### config.mk
export PLATFORM = sky130hd
export DESIGN_NAME = lat_conn_eval
export DESIGN_NICKNAME = d
export VERILOG_FILES = /design/src/rtl/lat_pkg.sv /design/src/rtl/lat_site_map.sv /design/src/rtl/lat_flood.sv /design/src/rtl/lat_conn_eval.sv
export SDC_FILE = /design/constraint.sdc
export NUM_CORES = 1
export LEC_CHECK = 0
export BUFFER_PORTS_ARGS = -buffer_cell sky130_fd_sc_hd__buf_2
export CAP_MARGIN = 0
export CORE_MARGIN = 2
export CORE_UTILIZATION = 40
export CTS_BUF_LIST = sky130_fd_sc_hd__clkbuf_4
export DETAILED_ROUTE_END_ITERATION = 8
export PLACE_DENSITY = 0.56
export SLEW_MARGIN = 5
export SYNTH_ARGS = -nofsm -noshare
export SYNTH_HDL_FRONTEND = slang
export SYNTH_SLANG_ARGS = --single-unit
export TNS_END_PERCENT = 100
### constraint.sdc
create_clock -name clk -period 3.2 [get_ports clk]
set_input_delay 0.32 -clock clk [delete_from_list [all_inputs] [get_ports clk]]
set_output_delay 0.32 -clock clk [all_outputs]
set_load 0.03 [all_outputs]
### src/rtl/lat_pkg.sv
package lat_pkg;

  typedef enum logic {ST_IDLE = 1'b0, ST_RUN = 1'b1} run_state_t;

  // Value of a literal given the variable value and the complement bit.
  function automatic logic lit_eval(input logic var_val, input logic neg);
    return var_val ^ neg;
  endfunction

endpackage

### src/rtl/lat_site_map.sv
module lat_site_map #(
  parameter int RROWS = 3,
  parameter int RCOLS = 3,
  parameter int SUB_H = 2,
  parameter int SUB_W = 2,
  parameter int NVARS = 9,
  parameter int VW    = 4
) (
  input  logic [NVARS-1:0]            in_vec,
  input  logic [RROWS*RCOLS*VW-1:0]   cfg_var,
  input  logic [RROWS*RCOLS-1:0]      cfg_neg,
  output logic [RROWS*SUB_H*RCOLS*SUB_W-1:0] site
);
  localparam int NREG = RROWS * RCOLS;
  localparam int GW   = RCOLS * SUB_W;

  function automatic logic pick_var(input logic [NVARS-1:0] v,
                                    input logic [VW-1:0] idx);
    logic r;
    r = 1'b0;
    for (int k = 0; k < NVARS; k++)
      if (int'(idx) == k) r = v[k];
    return r;
  endfunction

  logic [NREG-1:0] reg_on;

  for (genvar k = 0; k < NREG; k++) begin : g_reg
    assign reg_on[k] = lat_pkg::lit_eval(pick_var(in_vec, cfg_var[k*VW +: VW]),
                                         cfg_neg[k]);
  end

  for (genvar r = 0; r < RROWS*SUB_H; r++) begin : g_row
    for (genvar c = 0; c < GW; c++) begin : g_col
      assign site[r*GW + c] = reg_on[(r/SUB_H)*RCOLS + (c/SUB_W)];
    end
  end
endmodule

### src/rtl/lat_flood.sv
module lat_flood #(
  parameter int GH        = 6,
  parameter int GW        = 6,
  parameter bit FROM_LEFT = 1'b0
) (
  input  logic [GH*GW-1:0] site,
  input  logic [GH*GW-1:0] reach,
  output logic [GH*GW-1:0] nxt,
  output logic             hit
);
  logic [GH*GW-1:0] tgt;

  for (genvar r = 0; r < GH; r++) begin : g_r
    for (genvar c = 0; c < GW; c++) begin : g_c
      localparam int I = r*GW + c;
      logic up, dn, lf, rt, sd;
      if (r > 0)      begin : g_up assign up = reach[I-GW]; end
      else            begin : g_nu assign up = 1'b0;        end
      if (r < GH-1)   begin : g_dn assign dn = reach[I+GW]; end
      else            begin : g_nd assign dn = 1'b0;        end
      if (c > 0)      begin : g_lf assign lf = reach[I-1];  end
      else            begin : g_nl assign lf = 1'b0;        end
      if (c < GW-1)   begin : g_rt assign rt = reach[I+1];  end
      else            begin : g_nr assign rt = 1'b0;        end
      if (FROM_LEFT) begin : g_sl
        assign sd     = (c == 0);
        assign tgt[I] = (c == GW-1);
      end else begin : g_st
        assign sd     = (r == 0);
        assign tgt[I] = (r == GH-1);
      end
      assign nxt[I] = site[I] & (sd | reach[I] | up | dn | lf | rt);
    end
  end

  assign hit = |(reach & tgt);
endmodule

### src/rtl/lat_conn_eval.sv
module lat_conn_eval #(
  parameter int RROWS = 3,
  parameter int RCOLS = 3,
  parameter int SUB_H = 2,
  parameter int SUB_W = 2,
  parameter int NVARS = 9,
  parameter int VW    = 4
) (
  input  logic                      clk,
  input  logic                      rst_n,
  input  logic                      start,
  input  logic [NVARS-1:0]          in_vec,
  input  logic [RROWS*RCOLS*VW-1:0] cfg_var,
  input  logic [RROWS*RCOLS-1:0]    cfg_neg,
  output logic                      busy,
  output logic                      done,
  output logic                      conn_tb,
  output logic                      conn_lr
);
  import lat_pkg::*;

  localparam int GH    = RROWS * SUB_H;
  localparam int GW    = RCOLS * SUB_W;
  localparam int SITES = GH * GW;

  run_state_t        state;
  logic [SITES-1:0]  site_now, grid_q;
  logic [SITES-1:0]  reach_tb, reach_lr, nxt_tb, nxt_lr;
  logic              hit_tb, hit_lr;
  logic              accept, settle;

  lat_site_map #(.RROWS(RROWS), .RCOLS(RCOLS), .SUB_H(SUB_H), .SUB_W(SUB_W),
                 .NVARS(NVARS), .VW(VW)) u_map (
    .in_vec(in_vec), .cfg_var(cfg_var), .cfg_neg(cfg_neg), .site(site_now));

  lat_flood #(.GH(GH), .GW(GW), .FROM_LEFT(1'b0)) u_tb (
    .site(grid_q), .reach(reach_tb), .nxt(nxt_tb), .hit(hit_tb));

  lat_flood #(.GH(GH), .GW(GW), .FROM_LEFT(1'b1)) u_lr (
    .site(grid_q), .reach(reach_lr), .nxt(nxt_lr), .hit(hit_lr));

  // Named events for the checker.
  assign accept = start && (state == ST_IDLE);
  assign settle = (state == ST_RUN) && (nxt_tb == reach_tb) && (nxt_lr == reach_lr);
  assign busy   = (state == ST_RUN);

  always_ff @(posedge clk or negedge rst_n) begin
    if (!rst_n) begin
      state    <= ST_IDLE;
      grid_q   <= '0;
      reach_tb <= '0;
      reach_lr <= '0;
      done     <= 1'b0;
      conn_tb  <= 1'b0;
      conn_lr  <= 1'b0;
    end else if (accept) begin
      state    <= ST_RUN;
      grid_q   <= site_now;
      reach_tb <= '0;
      reach_lr <= '0;
      done     <= 1'b0;
    end else if (state == ST_RUN) begin
      reach_tb <= nxt_tb;
      reach_lr <= nxt_lr;
      if (settle) begin
        state   <= ST_IDLE;
        done    <= 1'b1;
        conn_tb <= hit_tb;
        conn_lr <= hit_lr;
      end
    end
  end
endmodule

# --- Word level (Yosys, flattened, before mapping) ---
# Index checks and enable logic that the tools add are counted.
# W data, S select, Z words.
op_classes:
  reduce_logical: 18
  bitwise: 274
  mux: 91
  n_eq_ne: 74
op_table:
  columns: ["op", "count"]
  rows:
  - ["$or A1 B1 Y1", 203]
  - ["$eq A4 B4 Y1 const B", 45]
  - ["$mux W36", 4]
  - ["$mux W1", 87]
  - ["$eq A36 B36 Y1", 2]
  - ["$eq A4 B3 Y1 const B", 18]
  - ["$and A1 B1 Y1", 60]
  - ["$eq A4 B2 Y1 const B", 9]
  - ["$logic_not A4 Y1", 9]
  - ["$reduce_or A6 Y1", 2]
  - ["$xor A1 B1 Y1", 9]
  - ["$reduce_bool A2 Y1", 2]
  - ["$logic_and A1 B1 Y1", 3]
  - ["$reduce_and A3 Y1", 1]
  - ["$not A1 Y1", 2]
  - ["$reduce_and A2 Y1", 1]
totals:
  wordCells: 464
  register_bits: 111
  input_bits: 57
  out_inout_bits: 4

# --- Logic depth before layout (Yosys ltp) ---
depth:
  word_depth: 11
  depth_mapped: 8
  mapped_depth_nobuf: 7

# --- Hierarchy ---
# From an unflattened synthesis, not the netlist that was laid out.
unflattened:
  hier_cells: 577
  area_unflattened_um2: 6881.6
by_module_without_submodules:
  columns: ["mod", "seq_area_each_um2", "cells_per_inst", "area_each_um2", "instances"]
  rows:
  - ["lat_conn_eval", 2802.7, 362, 4848.4, 1]
  - ["lat_site_map", 0.0, 117, 1144.8, 1]
  - ["lat_flood at u_tb", 0.0, 51, 447.9, 1]
  - ["lat_flood at u_lr", 0.0, 47, 440.4, 1]

# --- Worst setup path before layout ---
# OpenSTA, ideal clock, no wires.
synth_timing:
  kind: "reg2reg"
  from: "register reach_tb[1]"
  to: "register conn_lr"
  n_path_buf: 1
  period_less_slack_ps: 2430
  arrival_ps: 2306
  path_stages_with_launch: 9
  required_time_ps: 3075
  slack_ps: 770
  setup_time_ps: 125
  cell_sequence: "dfrtp_1 buf_6 nor3_1 nor3_1 or4_1 or4_1 nor4_1 nand4_1 mux2_2"
synth_via:
  elab_chain_cells: 9
synth_lines:
  columns: ["element", "line_no", "rtl"]
  rows:
  - ["start, declared", "lat_conn_eval.sv:28", "logic [SITES-1:0] reach_tb, reach_lr, nxt_tb, nxt_lr;"]
  - ["start signal, assigned", "lat_conn_eval.sv:63", "reach_tb <= nxt_tb;"]
  - ["$or A1 B1 Y1 (4 in a row)", "lat_flood.sv:32", "assign nxt[I] = site[I] & (sd | reach[I] | up | dn | lf | rt);"]
  - ["$and A1 B1 Y1", "lat_flood.sv:32", null]
  - ["$eq A36 B36 Y1 *", "lat_conn_eval.sv:44", "assign settle = (state == ST_RUN) && (nxt_tb == reach_tb) && (nxt_lr == reach_lr);"]
  - ["$logic_and A1 B1 Y1 * (2 in a row)", "lat_conn_eval.sv:44", null]
  - ["$reduce_and A3 Y1 (no line) *", null, null]
  - ["end signal, assigned", "lat_conn_eval.sv:69", "conn_lr <= hit_lr;"]
  - ["end, declared", "lat_conn_eval.sv:18", "output logic conn_lr"]
# Every way passes the cells marked *; elsewhere a longest branch is shown, timed or not.
# A chain may end at the register's enable or synchronous reset.

# --- Worst setup path in the final report ---
layout_timing:
  from: "register reach_tb[34]"
  to: "register conn_lr"
layout_via:
  elab_chain_cells: 8
  word_cells_on_any_way: 16
  classes_between: "eq/ne (1); bitwise (12); reduce/logical (3)"
layout_lines:
  columns: ["element", "line_no"]
  rows:
  - ["$or A1 B1 Y1 (3 in a row)", "lat_flood.sv:32"]
  - ["$and A1 B1 Y1", "lat_flood.sv:32"]
  - ["$eq A36 B36 Y1 *", "lat_conn_eval.sv:44"]
  - ["$logic_and A1 B1 Y1 * (2 in a row)", "lat_conn_eval.sv:44"]
  - ["$reduce_and A3 Y1 (no line) *", null]
# Marks and branches as above.

==> out/qor.csv <==
metric,value,unit
Placer Congestion,0.964,
Die ar.,12700,sq um
synthesized area,4720,sq um
cts hold-fix bufs,0,
Setup crit start kind,register,
Slew Limit Fails,0,
DRT iter0 DRCs,481,
slowest CP cell,dfrtp_1,
setup tns final,0,ns
synth warn,0,
WL final,14600,um
initial antenna violation count,1,
sequential area share after synthesis,0.414,
DR vias/cell,6.17,
Root Buffer,clkbuf_4,
required time worst endpoint,3.52,ns
fin nets,648,
top cell type by total area after synthesis,dfrtp_1,
"Reg clk slew, reported paths",0.13,ns
die outline height,113,um
clk buf depth,2,
Top delay family on crit path,simple AND/OR/NAND/NOR gates,
Critical Path AT,3.10,ns
ys async rst share,1.00,
Syn Area/Cell,8.80,sq um
Layout fillers,1132,
top post-synthesis cells by count,"nand2_1 (110), dfrtp_1 (78), o21ai_0 (73)",
share of the core filled with cells,0.457,
number of gates resized after cts,0,
# H-tree levels,3,
CP Class,register to register,
routed len/inst,19.8,um
synthesis-to-finish area growth,11.2,%
Post-DP HPWL,11000,um
post-synth top area share,0.414,
Initial Utilization,0.411,
critical path endpoint category,register,
row cnt,39,
Post-Syn Nets,593,
Max Clk Rate,0.360,GHz
min-delay worst type,input pin to asynchronous set/reset pin,
max_slew headroom,0.352,
WP buf/inv,0,
number of CTS-inserted buffers,9,
maximum number of pins on one net before global-route repair,79,
number of max-cap violations,0,
Worst Clk Skew,0.0238,ns
layout cells sized above 1,0.170,
first-pass GRT wire length,23900,um
DR pass1 iterations,7,
Final min period,2.78,ns
multi-input combinational cell area,2640,sq um
count of state elements after synthesis,78,
port bufs,60,
register area,1950,sq um
TritonCTS clock tree,yes,
# DRC,0,
"count leader, synth",nand2_1,
Final period util,0.868,
VDD IR max,0.000367,V
endpoints failing hold,0,
Leak,2.15,nW
I/O pin cnt,61,
"Distinct cells, synth",42,
"Remaining Overflow, GRT",0,
PwrDens,785,nW/um^2
CTS sink cnt,78,
total track usage,0.237,
Post-Synthesis Cells,536,
vias in the first global route,4435,
Die Span X,113,um
post-route ant nets,0,
critical-path maximum fanout,8,
most area-consuming cells after synthesis,"dfrtp_1 (41%), nand2_1 (8.8%), mux4_2 (8.6%)",
worst path cell trace,nor3_1 -> nor3_1 -> or4_1 -> or4_1 -> nor4_1 -> nand4_1 -> mux2_2,
number of synthesized flops with an enable pin,0,
core area,11500,sq um
status,"complete, no violations",
RSZ-0062 raised after global routing,false,
postcts setup bufs,0,
final setup violation count,0,
Vias,4563,
Most used DFF post-synth,dfrtp_1,
Worst Tran Pin Value,0.972,ns
Skew-Pair Late Insertion Delay,0.44,ns
Max stage delay on crit path,0.49,ns
-- where the power goes --
group          total, mW  internal (mW)  switching, mW
sequential          2.09           1.33          0.764
clock              0.505          0.176          0.328
combinational       1.52          0.668          0.856
-- through the flow --
stage | setup WS [ns] | power [mW] | area [sq um] | std cells | hold slack, ns
6_report | 0.422 | 4.12 | 5250 | 739 | 0.0274
5_1_grt | 0.207 | 4.40 | 5250 | 739 | 0.119
4_1_cts | 0.434 | 4.08 | 5240 | 738 | 0.0616
3_5_place_dp | 0.457 | 3.57 | 5140 | 723 | 0.502
3_3_place_gp | 0.491 | 3.59 | 5140 | 723 | 0.490
2_1_floorplan | 0.770 | 2.93 | 4720 | 536 | 0.0244
-- placed cells by master (no fill, tap or decap), drive strengths merged, types with 2 or more instances in the layout --
cell type	count
nor3	41
nor3b	7
o211ai	2
mux4	18
nor2	33
o21ai	73
clkbuf	12
or4	4
a221oi	2
mux2i	8
and2	2
nor4	43
a31oi	2
o21a	7
o32ai	10
nor2b	3
a21oi	3
nand2b	7
xnor2	12
nor4b	7
dfrtp	78
o22ai	13
clkinv	4
nand3b	2
buf	64
mux2	2
nand4	4
or3	3
nand2	110
inv	9
-- sequential cells by signal (all words and copies together), names as in the netlist --
name,count
grid_q,9
busy,1
reach_tb,33
conn_tb,1
reach_lr,32
conn_lr,1
done,1
-- per-layer routing --
metal  up-vias  part of all wire  GRT usage  wire length [um]
met4         0             0.026     0.0943               376
met1      2134              0.43      0.318              6280
met3        28             0.078     0.0405              1150
li1       2132                 -          -                 -
met2       269              0.47      0.383              6830
met5         -                 0          0                 0
-- final timing paths --
kind / startpoint / end / slack, ns / cells past startpoint
worst min-delay path: rst_n / grid_q[33] / 0.03 / 1
worst max-delay path: reach_tb[34] / conn_lr / 0.42 / 7
worst max register to register: reach_tb[34] / conn_lr / 0.42 / 7
max in group asynchronous: rst_n / reach_lr[18] / 2.54 / 1
worst min register to register: conn_tb / conn_tb / 0.53 / 1
min in group clk: cfg_neg[4] / grid_q[21] / 0.17 / 3
-- final cells by class --
type | count | share of cell area
Tap cell | 143 | 0.0341
Clock inverter | 3 | 0.00239
Multi-Input combinational cell | 428 | 0.503
Clock buffer | 12 | 0.0172
Timing Repair Buffer | 64 | 0.0635
Inverter | 10 | 0.00716
Antenna cell | 1 | 0.000477
Sequential cell | 78 | 0.372
-- kinds of logic after synthesis --
kind of cell | count (synthesis) | share of synthesized area
and+or+nand+nor | 267 | 0.275
buffers and inverters | 30 | 0.0270
muxes | 28 | 0.108
AOI/OAI and AO/OA | 121 | 0.154
xor gates and xnor gates | 12 | 0.0223
DFF | 78 | 0.414
Power figures use the tool's default switching activity.
